[src/rtl/brp_pkg.sv]
package brp_pkg;
  // State of this agent's own request line as held in the register
  typedef enum logic {
    LINE_IDLE = 1'b0,
    LINE_HELD = 1'b1
  } line_e;
endpackage

[src/rtl/brp_rr_sel.sv]
module brp_rr_sel #(
  parameter int NUM_SRC = 2
) (
  input  logic               clk,
  input  logic               rst_n,
  input  logic [NUM_SRC-1:0] req_i,
  input  logic               adv_i,
  output logic [NUM_SRC-1:0] pick_o
);
  localparam int IDXW = (NUM_SRC > 1) ? $clog2(NUM_SRC) : 1;

  logic [IDXW-1:0] last_q;
  logic [IDXW-1:0] last_d;
  logic [IDXW-1:0] sel;
  logic            found;

  // next-state: first pending source after the one served last
  always_comb begin
    pick_o = '0;
    last_d = last_q;
    found  = 1'b0;
    sel    = '0;
    for (int k = 0; k < NUM_SRC; k++) begin
      sel = IDXW'((int'(last_q) + 1 + k) % NUM_SRC);
      if (!found && req_i[sel]) begin
        pick_o[sel] = 1'b1;
        last_d      = sel;
        found       = 1'b1;
      end
    end
  end

  // register with explicit enable
  always_ff @(posedge clk or negedge rst_n) begin
    if (!rst_n) begin
      last_q <= IDXW'(NUM_SRC - 1);
    end else if (adv_i) begin
      last_q <= last_d;
    end
  end


  pick_onehot_chk: assert property (@(posedge clk) disable iff (!rst_n)
    $onehot0(pick_o));

  generate
    if (NUM_SRC == 2) begin : g_pair

      rr_alternate_chk: assert property (@(posedge clk) disable iff (!rst_n)
        (adv_i && pick_o[0]) |=> (!(adv_i && req_i[1]) || pick_o[1]));
    end
  endgenerate
endmodule

[src/rtl/brp_line_ctl.sv]
module brp_line_ctl
  import brp_pkg::*;
#(
  parameter int NUM_PEER = 3
) (
  input  logic                clk,
  input  logic                rst_n,
  input  logic                any_pend_i,
  input  logic                more_pend_i,
  input  logic                lock_i,
  input  logic                park_en_i,
  input  logic                own_i,
  input  logic [NUM_PEER-1:0] peer_req_n_i,
  output logic                line_o,
  output logic                owned_o
);
  line_e req_q;
  logic  line_d;
  logic  peer_wait;
  logic  keep;

  assign peer_wait = |(~peer_req_n_i);
  assign owned_o   = (req_q == LINE_HELD) && own_i;

  // next-state: keep for lock, back-to-back work or parking, else release
  always_comb begin
    keep = lock_i | (!peer_wait & (park_en_i | more_pend_i));
    if (req_q == LINE_IDLE) begin
      line_d = any_pend_i;
    end else if (!own_i) begin
      line_d = 1'b1;
    end else begin
      line_d = keep;
    end
  end

  assign line_o = line_d;

  always_ff @(posedge clk or negedge rst_n) begin
    if (!rst_n) begin
      req_q <= LINE_IDLE;
    end else begin
      req_q <= line_e'(line_d);
    end
  end


  hold_until_own_chk: assert property (@(posedge clk) disable iff (!rst_n)
    (line_o && !own_i) |=> (line_o || own_i));


  lock_hold_chk: assert property (@(posedge clk) disable iff (!rst_n)
    (owned_o && lock_i) |-> line_o);


  park_yield_chk: assert property (@(posedge clk) disable iff (!rst_n)
    (owned_o && !lock_i && !any_pend_i && peer_wait) |-> !line_o);
endmodule

[src/rtl/breq_park_ctrl.sv]
module breq_park_ctrl #(
  parameter int NUM_SRC  = 2,
  parameter int NUM_PEER = 3
) (
  input  logic                clk,
  input  logic                rst_n,
  input  logic [NUM_SRC-1:0]  pend_i,
  input  logic                lock_i,
  input  logic                park_en_i,
  input  logic                own_i,
  input  logic [NUM_PEER-1:0] peer_req_n_i,
  output logic                breq_n_o,
  output logic                start_o,
  output logic [NUM_SRC-1:0]  gnt_o
);
  logic [1:0]         rst_sync_q;
  logic               rst_n_int;
  logic [NUM_SRC-1:0] pick;
  logic               owned;
  logic               line;
  logic               any_pend;
  logic               more_pend;

  // asynchronous assert, synchronous release
  always_ff @(posedge clk or negedge rst_n) begin
    if (!rst_n) begin
      rst_sync_q <= 2'b00;
    end else begin
      rst_sync_q <= {rst_sync_q[0], 1'b1};
    end
  end
  assign rst_n_int = rst_sync_q[1];

  assign any_pend  = |pend_i;
  assign more_pend = |(pend_i & ~pick);
  assign start_o   = owned & any_pend;
  assign gnt_o     = owned ? pick : '0;
  assign breq_n_o  = ~line;

  brp_rr_sel #(.NUM_SRC(NUM_SRC)) u_rr (
    .clk    (clk),
    .rst_n  (rst_n_int),
    .req_i  (pend_i),
    .adv_i  (start_o),
    .pick_o (pick)
  );

  brp_line_ctl #(.NUM_PEER(NUM_PEER)) u_line (
    .clk          (clk),
    .rst_n        (rst_n_int),
    .any_pend_i   (any_pend),
    .more_pend_i  (more_pend),
    .lock_i       (lock_i),
    .park_en_i    (park_en_i),
    .own_i        (own_i),
    .peer_req_n_i (peer_req_n_i),
    .line_o       (line),
    .owned_o      (owned)
  );


  strobe_needs_own_chk: assert property (@(posedge clk) disable iff (!rst_n_int)
    start_o |-> own_i);


  strobe_names_src_chk: assert property (@(posedge clk) disable iff (!rst_n_int)
    start_o == (|gnt_o));


  polite_release_chk: assert property (@(posedge clk) disable iff (!rst_n_int)
    (start_o && !lock_i && (peer_req_n_i != '1)) |-> breq_n_o);


  back_to_back_chk: assert property (@(posedge clk) disable iff (!rst_n_int)
    (start_o && !lock_i && (peer_req_n_i == '1) && (|(pend_i & ~gnt_o))) |-> !breq_n_o);
endmodule

[config.mk]
export PLATFORM = sky130hd
export DESIGN_NAME = breq_park_ctrl
export DESIGN_NICKNAME = d
export VERILOG_FILES = /design/src/rtl/brp_pkg.sv /design/src/rtl/brp_rr_sel.sv /design/src/rtl/brp_line_ctl.sv /design/src/rtl/breq_park_ctrl.sv
export SDC_FILE = /design/constraint.sdc
export NUM_CORES = 1
export LEC_CHECK = 0
export BUFFER_PORTS_ARGS = -buffer_cell sky130_fd_sc_hd__buf_4
export CAP_MARGIN = 40
export CORE_AREA = 5 5 42 44
export DETAILED_ROUTE_END_ITERATION = 7
export DIE_AREA = 0 0 47 49
export GPL_TIMING_DRIVEN = 0
export PLACE_DENSITY = 0.4
export SLEW_MARGIN = 20
export SYNTH_ARGS = -nofsm -noshare
export SYNTH_HDL_FRONTEND = slang
export SYNTH_HIERARCHICAL = 1
export SYNTH_SLANG_ARGS = --single-unit
export TNS_END_PERCENT = 100
[constraint.sdc]
create_clock -name clk -period 2 [get_ports clk]
set_clock_uncertainty 0.05 [all_clocks]
set_input_delay 0.1 -clock clk [delete_from_list [all_inputs] [get_ports clk]]
set_output_delay 0.1 -clock clk [all_outputs]
set_load 0.005 [all_outputs]
==> flow_metrics.env <==
export IMPL_status="complete, no violations"
export IMPL_clock_fmax_mhz=600
export IMPL_io_pins=14
export IMPL_maxCapViolations=0
export IMPL_mostFrequentLayoutCells="buf_4, inv_1, clkbuf_4, dlygate4sd3_1, dfrtp_1"
export IMPL_gp_congestion=0.655
export IMPL_period_share_pct=83.4
export IMPL_ys_types=16
export IMPL_grt_busiest_layer="met2"
export IMPL_slew_viol_final=0
export IMPL_gr_usage_met2_pct=7.47
export IMPL_post_route_util_pct=28.0
export IMPL_post_dp_hpwl_um=431
export IMPL_cts_buffer_depth=2
export IMPL_finalCriticalPeriod_ns=1.67
export IMPL_overflow=0
export IMPL_nets=55
export IMPL_drc=0
export IMPL_core_area_sq_um=1400
export IMPL_finalSetupTns_ns=0
export IMPL_drive_gt1_share_pct=45.5
export IMPL_grt_pass1_vias=227
export IMPL_fin_ws_ns=0.332
export IMPL_cp_data_arrival_time_ns=1.52
export IMPL_synth_ff_type="dfrtp_1"
export IMPL_critPathRequiredTime_ns=1.85
export IMPL_fillerInstances=164
export IMPL_fp_dieArea_sq_um=2300
export IMPL_start_util_pct=15.6
export IMPL_final_cell_area_sq_um=393
export IMPL_setup_viol_count_final=0
export IMPL_cellLeakagePower_uw=0.000203
export IMPL_htreeDepth=1
export IMPL_hold_depth=3
export IMPL_routed_wl_um=535
export IMPL_dr_total_vias=222
export IMPL_antenna_found_initial=0
export IMPL_drt_pre_antenna_iters=1
export IMPL_routedWlPerCell_um=8.92
export IMPL_cts_tree="done"
export IMPL_yosys_register_bits=4
export IMPL_drt_iter0_markers=0
export IMPL_worst_path_max_fanout=5
export IMPL_numPortBuffers=13
export IMPL_placed_area_sq_um=337
export IMPL_cp_end_kind="primary output"
export IMPL_cts_sinks=4
export IMPL_syn_nets=34
export IMPL_use_met3_pct=4.43
export IMPL_grt_pass1_wl_um=848
export IMPL_hold_violations=0
export IMPL_diodes=0
export IMPL_insertion_delay_ns=0.23
export IMPL_grt_use_met1_pct=5.57
export IMPL_synthCells=24
export IMPL_postRouteAntennaNets=0
export IMPL_fp_dieH_um=49
export IMPL_grt_max_degree=6
export IMPL_ys_seq_area_share_pct=46.3
export IMPL_routed_via_density=3.70
export IMPL_hold_class="input port to flop"
export IMPL_r2r_cells=5
export IMPL_irDropWorstVdd_uv=527
export IMPL_numCtsBuffers=3
export IMPL_placedCellCount=53
export IMPL_clk_pin_slew_ns=0.04
export IMPL_num_rows=14
export IMPL_synthesis_area_sq_um=219
export IMPL_layout_cells_non_filler=60
export IMPL_ys_warn_count=6
export IMPL_cts_root_buf="clkbuf_4"
export IMPL_ys_async_sr_fraction_pct=100
export IMPL_place_ws_ns=0.637
export IMPL_timing_worst_setup_path_type="input port to primary output"
export IMPL_start_kind="input port"
export IMPL_chipWidth_um=47
export IMPL_synth_edf_count=0
export IMPL_postSynthAreaPerCell_sq_um=9.12
export IMPL_mostFrequentLayoutCell="buf_4"
export IMPL_track_usage_pct=5.37
export IMPL_areaGrowthSynthToFinish_pct=79.4
export IMPL_power_density_nw_per_um2=708
export IMPL_rsz0062_at_grt="false"
## final cells by class
type | instances | area, sq um | area share (%)
Timing Repair Buffer | 16 | 128 | 32.5
Multi-Input combinational cell | 16 | 103 | 26.1
Sequential cell | 4 | 101 | 25.8
Clock buffer | 4 | 26.3 | 6.69
Tap cell | 16 | 20.0 | 5.10
Inverter | 4 | 15.0 | 3.82
## power breakdown
part | switching [uW] | leakage, uW | internal [uW]
clock network | 34.9 | 0.0000150 | 75.0
logic | 24.6 | 0.000144 | 39.3
registers | 7.99 | 0.0000439 | 96.4
total | 67.5 | 0.000203 | 211
## kinds of logic (layout without fill, tap and decap cells)
group                  after synthesis  count (layout)  synth area share (%)
buffers and inverters                4              24                  6.86
other                                1               1                  1.71
flip-flops                           4               4                  46.3
AO/OA/AOI/OAI                        6               6                  17.7
AND/OR/NAND/NOR                      9               9                  27.4
## sequential cells by signal, indices dropped and copies added, names as in the netlist
signal and count:
u_rr/last_q 1, u_line/req_q 1, rst_sync_q 2
## synthesized netlist by cell type, types with 2 or more instances
master	count	area [sq um]
o22ai_1	2	12.5
nor2_1	2	7.51
inv_1	4	15.0
and2_1	2	12.5
dfrtp_1	3	75.1
## critical path, stage by stage
cell	delay, ns
dlygate4sd3_1	0.54
buf_4	0.15
a21boi_1	0.13
o22ai_1	0.15
nor2_1	0.07
o22ai_1	0.19
inv_1	0.06
buf_4	0.13
## routing by layer
metal / up-vias / routed length [um]
li1: 117 / -
met2: 10 / 242
met1: 95 / 225
met3: 0 / 67
met5: - / 0
met4: 0 / 0
## path summary, 6_finish.rpt
kind / start / to / slack, ns
max: pend_i[0] / breq_n_o / 0.33
min: pend_i[1] / u_rr/last_q$_DFFE_PN1P_ / 0.11
max reg2reg: u_rr/last_q$_DFFE_PN1P_ / u_line/req_q$_DFF_PN0_ / 0.76
min reg2reg: rst_sync_q[1]$_DFF_PN0_ / u_rr/last_q$_DFFE_PN1P_ / 0.14
max in group asynchronous: rst_sync_q[1]$_DFF_PN0_ / u_line/req_q$_DFF_PN0_ / 1.27
min in group asynchronous: rst_n / rst_sync_q[1]$_DFF_PN0_ / 0.13
## per-stage QoR
| step | total power, uW | hold WS [ns] |
|---|---|---|
| 2_1_floorplan | 133 | -0.246 |
| 3_3_place_gp | 164 | -0.168 |
| 3_5_place_dp | 165 | -0.166 |
| 4_1_cts | 283 | 0.109 |
| 5_1_grt | 301 | 0.117 |
| 6_report | 278 | 0.115 |
## what timing repair did
action                                 4_1_cts  5_1_grt
buffers inserted                             0        0
resized for setup                            0        0
hold buffers                                 3        0
setup endpoints to repair                    0        0
endpoints found under the hold margin        4        0
Power figures use the tool's default switching activity.
